===== config.mk =====
export PLATFORM = sky130hd
export DESIGN_NAME = serial_signed_mul
export DESIGN_NICKNAME = d
export VERILOG_FILES = /design/src/rtl/ssm_pkg.sv /design/src/rtl/ssm_seq.sv /design/src/rtl/ssm_cell.sv /design/src/rtl/serial_signed_mul.sv
export SDC_FILE = /design/constraint.sdc
export NUM_CORES = 1
export LEC_CHECK = 0
export BUFFER_PORTS_ARGS = -buffer_cell sky130_fd_sc_hd__clkbuf_2
export CAP_MARGIN = 20
export CELL_PAD_IN_SITES_DETAIL_PLACEMENT = 0
export CELL_PAD_IN_SITES_GLOBAL_PLACEMENT = 2
export CORE_ASPECT_RATIO = 1.5
export CORE_MARGIN = 5
export CORE_UTILIZATION = 45
export DETAILED_ROUTE_END_ITERATION = 10
export GPL_TIMING_DRIVEN = 0
export PLACE_DENSITY_LB_ADDON = 0.1
export SLEW_MARGIN = 20
export SYNTH_ARGS = -nofsm -noshare
export SYNTH_HDL_FRONTEND = slang
export SYNTH_SLANG_ARGS = --single-unit

===== constraint.sdc =====
create_clock -name clk_i -period 6.2 [get_ports clk_i]
set_input_delay 1.24 -clock clk_i [delete_from_list [all_inputs] [get_ports clk_i]]
set_output_delay 1.24 -clock clk_i [all_outputs]
set_load 0.02 [all_outputs]

===== src/rtl/ssm_pkg.sv =====
package ssm_pkg;
  localparam int unsigned SSM_OP_W = 16;

  typedef struct packed {
    logic act;  // operation in flight
    logic clr;  // first bit of an operation: discard chain state
    logic inv;  // sign row: complement partial products
    logic x;    // gated serial bit
  } ssm_ctrl_t;
endpackage


===== src/rtl/ssm_seq.sv =====
module ssm_seq
  import ssm_pkg::*;
#(
  parameter int unsigned W = SSM_OP_W
) (
  input  logic      clk_i,
  input  logic      rst_ni,
  input  logic      start_i,
  input  logic      x_i,
  output ssm_ctrl_t ctrl_o
);
  localparam int unsigned PW = 2 * W;
  localparam int unsigned CW = $clog2(PW);

  logic [CW-1:0] cnt_q;
  logic          act_q;
  logic          x_q;

  always_ff @(posedge clk_i or negedge rst_ni) begin
    if (!rst_ni) begin
      cnt_q <= '0;
      act_q <= 1'b0;
      x_q   <= 1'b0;
    end else begin
      x_q <= x_i;
      if (start_i) begin
        cnt_q <= '0;
        act_q <= 1'b1;
      end else if (act_q) begin
        if (cnt_q == CW'(PW - 1)) act_q <= 1'b0;
        else                      cnt_q <= cnt_q + 1'b1;
      end
    end
  end

  always_comb begin
    ctrl_o.act = act_q;
    ctrl_o.clr = act_q && (cnt_q == '0);
    ctrl_o.inv = act_q && (cnt_q == CW'(W - 1));
    ctrl_o.x   = act_q && (cnt_q < CW'(W)) && x_q;
  end

  // a start always re-arms the count, even mid-operation
  a_r8_restart: assert property (@(posedge clk_i) disable iff (!rst_ni)
    start_i |=> (act_q && cnt_q == '0));

  // the operation ends after 2W bits
  a_r3_stop: assert property (@(posedge clk_i) disable iff (!rst_ni)
    (act_q && cnt_q == CW'(PW - 1) && !start_i) |=> !act_q);
endmodule


===== src/rtl/ssm_cell.sv =====
module ssm_cell #(
  parameter bit CINIT = 1'b0
) (
  input  logic clk_i,
  input  logic rst_ni,
  input  logic x_i,
  input  logic y_i,
  input  logic inv_i,
  input  logic clr_i,
  input  logic s_i,
  output logic s_o
);
  logic pp, b, c, sum, cout;
  logic s_q, c_q;

  always_comb begin
    pp   = (x_i & y_i) ^ inv_i;
    b    = clr_i ? 1'b0  : s_i;
    c    = clr_i ? CINIT : c_q;
    sum  = pp ^ b ^ c;
    cout = (pp & b) | (pp & c) | (b & c);
  end

  always_ff @(posedge clk_i or negedge rst_ni) begin
    if (!rst_ni) begin
      s_q <= 1'b0;
      c_q <= 1'b0;
    end else begin
      s_q <= sum;
      c_q <= cout;
    end
  end

  assign s_o = s_q;

  // clearing discards old state and leaves only the preset carry
  a_r1_cell_clear: assert property (@(posedge clk_i) disable iff (!rst_ni)
    (clr_i && !inv_i && !(x_i && y_i)) |=> (s_q == CINIT && !c_q));
endmodule


===== src/rtl/serial_signed_mul.sv =====
module serial_signed_mul
  import ssm_pkg::*;
#(
  parameter int unsigned W = SSM_OP_W
) (
  input  logic         clk_i,
  input  logic         rst_ni,
  input  logic         start_i,
  input  logic         x_i,
  input  logic [W-1:0] y_i,
  output logic         prod_o,
  output logic         valid_o,
  output logic         lsb_o
);
  localparam int unsigned PW = 2 * W;

  ssm_ctrl_t      ctrl;
  logic [W-1:0]   y_q;
  logic [PW-1:0]  y_ext;
  logic [PW:0]    s_chain;
  logic           valid_q, lsb_q;

  always_ff @(posedge clk_i or negedge rst_ni) begin
    if (!rst_ni)      y_q <= '0;
    else if (start_i) y_q <= y_i;
  end

  assign y_ext       = {{W{y_q[W-1]}}, y_q};
  assign s_chain[PW] = 1'b0;

  ssm_seq #(.W(W)) u_seq (
    .clk_i  (clk_i),
    .rst_ni (rst_ni),
    .start_i(start_i),
    .x_i    (x_i),
    .ctrl_o (ctrl)
  );

  // Cell j weighs y_ext[j]; cell W-1 presets the +1 of the sign-row negation
  for (genvar j = 0; j < PW; j++) begin : g_cell
    ssm_cell #(.CINIT(j == W - 1)) u_cell (
      .clk_i (clk_i),
      .rst_ni(rst_ni),
      .x_i   (ctrl.x),
      .y_i   (y_ext[j]),
      .inv_i (ctrl.inv),
      .clr_i (ctrl.clr),
      .s_i   (s_chain[j+1]),
      .s_o   (s_chain[j])
    );
  end

  always_ff @(posedge clk_i or negedge rst_ni) begin
    if (!rst_ni) begin
      valid_q <= 1'b0;
      lsb_q   <= 1'b0;
    end else begin
      valid_q <= ctrl.act;
      lsb_q   <= ctrl.clr;
    end
  end

  assign prod_o  = s_chain[0];
  assign valid_o = valid_q;
  assign lsb_o   = lsb_q;

  a_r2_lsb_delay: assert property (@(posedge clk_i) disable iff (!rst_ni)
    start_i |-> ##2 (lsb_o && valid_o));

  a_r3_valid_rise: assert property (@(posedge clk_i) disable iff (!rst_ni)
    $rose(valid_o) |-> lsb_o);

  a_r3_lsb_in_valid: assert property (@(posedge clk_i) disable iff (!rst_ni)
    lsb_o |-> valid_o);
endmodule


---- Yosys cells after proc, flatten, opt, wreduce, memory -nomap -nowiden ----
Index checks and enable logic that the tools add are counted.
storage, ports and cells
  bits of input ports ..................... 20
  bits in registers ....................... 89
  logic and storage cells ................. 402
  output and inout bits ................... 3
operators by class
  reduce and logical (&&, ||, !) cells .... 7
  muxes and demuxes ....................... 69
  magnitude comparators ................... 1
  eq/ne operators ......................... 3
  add/sub/neg operators ................... 1
  bitwise operators ....................... 251
operators with widths
  cell                 number
  $and 1x1->1          110
  $xor 1x1->1          79
  $mux 1               66
  $or 1x1->1           62
  $mux 5               3
  $add 5x1->5 const B  1
  $eq 5x4->1 const B   1
  $eq 5x5->1 const B   1
  $logic_not 5->1      1
  $lt 5x5->1 const B   1
  $logic_and 1x1->1    4
  $ne 2x2->1 const B   1
  $reduce_and 2->1     1
  $reduce_bool 2->1    1

---- Logic depth before layout (Yosys ltp) ----
  word-level depth ........................ 8
  mapped depth ............................ 8
  mapped depth without buffers ............ 7

---- By module ----
A second synthesis with hierarchy kept.
second synthesis, totals
  cells, all modules ...................... 297
  area, all modules ....................... 4,140.2 µm²
modules (own cells, without submodules)
  module                            sequential area each (µm²)  area each (µm²)  instances  cells an instance
  ssm_cell at g_cell[0].u_cell ...  50.0                        95.1             31         7
  serial_signed_mul                 450.4                       703.2            1          37
  ssm_seq                           175.2                       391.6            1          36
  ssm_cell at g_cell[15].u_cell     50.0                        97.6             1          7

---- Worst setup path after synthesis ----
No wires, ideal clock.
  kind .................................... register to register
  start ................................... register u_seq.cnt_q[0]
  end ..................................... register g_cell[0].u_cell.s_q
  setup time .............................. 0.136 ns
  data required time ...................... 6.064 ns
  cell stages (with the launch flop) ...... 8
  path buffers ............................ 1
  period minus slack after synthesis ...... 2.177 ns
  data arrival time ....................... 2.042 ns
  path slack .............................. 4.023 ns
  path through ............................ dfrtp_1 > ha_1 > and3_1 > ha_1 > nand2_2 > buf_2 > xor2_1 > fa_1
on the way
  cells in the longest elaborated chain, start to end .. 7
  elaborated cells between the ends (all ways) .. 13
  classes of those cells .................. order compare: 1; eq/ne: 1; mux: 2; bitwise: 4; reduce/logical: 5
RTL lines
  what                             line            RTL
  start, declared                  ssm_seq.sv:15   logic [CW-1:0] cnt_q;
  start signal, assigned           ssm_seq.sv:31   else cnt_q <= cnt_q + 1'b1;
  $lt 5x5->1                       ssm_seq.sv:40   ctrl_o.x = act_q && (cnt_q < CW'(W)) && x_q;
  $logic_and 1x1->1 (2 in series)  ssm_seq.sv:40
  $and 1x1->1                      ssm_cell.sv:17  pp = (x_i & y_i) ^ inv_i;
  $xor 1x1->1                      ssm_cell.sv:17
  $xor 1x1->1                      ssm_cell.sv:20  sum = pp ^ b ^ c;
  $xor 1x1->1 *                    ssm_cell.sv:20
  net g_cell[0].u_cell.sum         ssm_cell.sv:13  logic pp, b, c, sum, cout;
  end signal, assigned             ssm_cell.sv:29  s_q <= sum;
  end, declared                    ssm_cell.sv:14  logic s_q, c_q;
The timed path passes the listed nets; every way through them passes the cells marked *.
A chain may end at the register's enable or synchronous reset.

---- Final worst setup path ----
Ends and elaborated chain as after synthesis.

==> run_results.csv <==
group,metric,value,unit
clocking,cts-root-buf,"clkbuf_16",
placement,dp_hpwl,4.67,mm
finish,final_cells,473,
critical_path,max_stage_delay,0.43,ns
yosys,synthDistinctLibCells,28,
sta,hold_viol_final,0,
sta,whs,0.464,ns
critical_path,start_kind,"register",
detailed_routing,wl_per_cell,14.5,um
placement,place.gp.congestion,0.703,
yosys,syn-num-nets,380,
sta,slew_headroom,0.530,
critical_path,crit_required,6.42,ns
pwr,switchingPower,0.410,mW
yosys,synthCells,325,
detailed_routing,drtPass1Iterations,3,
critical_path,cp_top_family,"adder cells",
grt,grt_max_degree,90,
yosys,synth.area.top_cells,"dfrtp_1 54%, fa_1 7.3%, and2_1 7.2%",
detailed_routing,ant_nets,0,
grt,gr-total-overflow,0,
yosys,synth_top_family_by_area,"simple AND/OR/NAND/NOR gates",
critical_path,path_class,"reg -> reg",
floorplan,io_pins,23,
yosys,synthFlopType,"dfrtp_1",
clocking,ctsHtreeMaxLevel,3,
grt,antenna_found_initial,0,
placement,dp.cells,457,
critical_path,cpMaxStageDelayCell,"fa_1",
clocking,clkTransAtPathRegs,0.06,ns
sta,finalSetupViolCount,0,
finish,fillers,813,
pwr,p_sw_frac,0.246,
finish,finalNetCount,413,
sta,tns,0,ns
clocking,insertion_delay,0.34,ns
floorplan,rows,42,
yosys,synth_edf_count,0,
clocking,cts_hold_buffers,0,
yosys,syn_avg_cell_area,12.6,sq um
yosys,muxShareOfSynthArea,0.0494,
sta,worst_slew_pin_slew,0.706,ns
sta,slew_violations,0,
clocking,ctsResizeCount,0,
pwr,p_leak,2.26,nW
yosys,syn-cell-area,4100,sq um
placement,io_buffers,22,
yosys,yosys_warnings,0,
clocking,post_cts_buffers,0,
sta,rsz0062_at_grt,"no",
detailed_routing,vias,2301,
pwr,power.internal,1.26,mW
finish,drive_gt1_frac,0.185,
placement,place_ws,3.71,ns
clocking,clock_path_buffers,2,
worst_hold_path,hp-class,"reg -> reg",
yosys,synth_compound_area_frac,0.0336,
critical_path,critPathMostFrequentCell,"ha_1",
yosys,synth-seq-cells,89,
finish,post-route-cell-area,4730,sq um
finish,fin_util,0.532,
outcome,status,"finished, final reports clean",
yosys,synthAdderAreaFrac,0.134,
finish,n_antenna_cell,0,
floorplan,die_h,127,um
sta,fin_ws,3.76,ns
pwr,pwr-share-clk,0.395,
detailed_routing,vias_per_cell,4.86,
clocking,cts_tree,"built",
critical_path,crit_fanout,10,
yosys,synth_simple_gate_area_share,0.140,
yosys,synth_seq_area_share,0.543,
pwr,cellPowerDensity,353,nW/um^2
floorplan,fp.coreArea,8880,sq um
floorplan,die_w,88.0,um
sta,finClkSkew,0.00347,ns
sta,period_needed,2.44,ns
grt,grt_pass1_wl,12.4,mm
detailed_routing,first_iter_violations,82,
pwr,power,1.67,mW
pwr,pwr-share-seq,0.440,
critical_path,crit_chain,"ha_1 -> and3_1 -> ha_1 -> nand2_2 -> buf_2 -> xor2_1 -> fa_1",
critical_path,critical_path_buf_inv_count,1,
pwr,power_frac_comb,0.164,
sta,period_share,0.394,
yosys,synth_xor_area_frac,0.0747,
detailed_routing,routed_wirelength,6.87,mm
finish,area_growth,15.2,%
clocking,cts_buffers,9,
detailed_routing,drc_errors,0,
critical_path,critPathArrivalTime,2.66,ns
critical_path,end_kind,"register",
sta,max_clock_freq,410,MHz
placement,place_area,4360,sq um
yosys,synth_top_area_cell,"dfrtp_1",
grt,grt_pass1_vias,2554,
yosys,synthArstFlopShare,1.00,
pwr,max-vdd-ir-drop,0.000229,V
yosys,synth_most_common_cell,"dfrtp_1",
clocking,cts_num_sinks,89,
yosys,yosys-top-cells-count,"89 x dfrtp_1, 47 x and2_1, 32 x nand2_1, 23 x nor2_1, 20 x ha_1",
grt,grtUsageTotal,0.146,
yosys,synth_top_area_frac,0.543,
job,maxCapViolations,0,
floorplan,die_area,11200,sq um
floorplan,start_util,0.462,
## power by group through the flow
| stage | Combinational, mW | Clock, mW | Sequential, mW |
|---|---|---|---|
| CTS | 0.286 | 0.679 | 0.737 |
| finish | 0.274 | 0.660 | 0.735 |
| floorplan | 0.205 | 0 | 0.736 |
| global placement | 0.274 | 0 | 0.744 |
| detailed placement | 0.282 | 0 | 0.747 |
| global route | 0.320 | 0.703 | 0.751 |
## routing by layer
metal,share of wire,vias to the layer above,GRT usage
met3,0.026,12,0.0389
met5,0,-,0
li1,-,1101,-
met1,0.44,1166,0.187
met2,0.51,22,0.234
met4,0.021,0,0.0596
## placed cells by master (no fill, tap or decap), drive strengths merged
cell type | synthesis | layout
or2 | 1 | 1
xor2 | 17 | 17
xnor2 | 18 | 18
buf | 9 | 9
and3 | 2 | 2
clkinv | 0 | 3
o21bai | 16 | 16
a21oi | 2 | 2
ha | 20 | 20
nand4 | 1 | 1
nand2b | 1 | 1
clkbuf | 5 | 36
bufinv | 0 | 4
nand3b | 1 | 1
mux2i | 1 | 1
inv | 4 | 4
nor2b | 2 | 2
dfrtp | 89 | 89
and2 | 47 | 47
a211oi | 1 | 1
fa | 15 | 15
mux2 | 16 | 16
nand3 | 1 | 1
nor2 | 23 | 23
nand2 | 33 | 33
## cells by family after synthesis
group	Yosys count
flops	89
fa+ha+maj	35
mux	17
simple gates	112
compound gates	19
xor+xnor	35
buf+inv	18
## sequential cells by signal, summed over array words and instances (netlist names)
name / cells
u_seq.act_q: 1
g_cell.u_cell.c_q: 32
y_q: 16
valid_o: 1
u_seq.cnt_q: 5
u_seq.x_q: 1
g_cell.u_cell.s_o: 32
lsb_o: 1
## final cells by class
| type | instances | area, sq um | share of cell area |
|---|---|---|---|
| sequential | 89 | 2230 | 0.471 |
| multi-input combinational | 218 | 1770 | 0.375 |
| clock buffer | 9 | 225 | 0.0477 |
| clock inverter | 7 | 143 | 0.0302 |
| tap | 110 | 138 | 0.0291 |
| timing repair buffer | 22 | 119 | 0.0252 |
| buffer | 14 | 86.3 | 0.0183 |
| inverter | 4 | 15.0 | 0.00318 |
## worst reg2reg max path: cells and delay by family (launching register included)
kind	cells	cell delay (ns)
flip-flops	1	0.42
adder cells (fa/ha/maj)	3	0.86
buffers and inverters	1	0.35
AND/OR/NAND/NOR	2	0.38
XOR/XNOR	1	0.30
## final timing paths
path | from | to | slack, ns | cells past startpoint
min in group asynchronous | rst_ni | g_cell[27].u_cell.c_q$_DFF_PN0_ | 0.95 | 1
worst min register to register | u_seq.act_q$_DFF_PN0_ | valid_o$_DFF_PN0_ | 0.46 | 0
max in group asynchronous | rst_ni | g_cell[19].u_cell.c_q$_DFF_PN0_ | 4.76 | 1
worst min-delay path | u_seq.act_q$_DFF_PN0_ | valid_o$_DFF_PN0_ | 0.46 | 0
worst max-delay path | u_seq.cnt_q[0]$_DFFE_PN0P_ | g_cell[0].u_cell.s_o$_DFF_PN0_ | 3.76 | 7
worst max register to register | u_seq.cnt_q[0]$_DFFE_PN0P_ | g_cell[0].u_cell.s_o$_DFF_PN0_ | 3.76 | 7
Note: power is estimated with default switching activity, not from simulation.
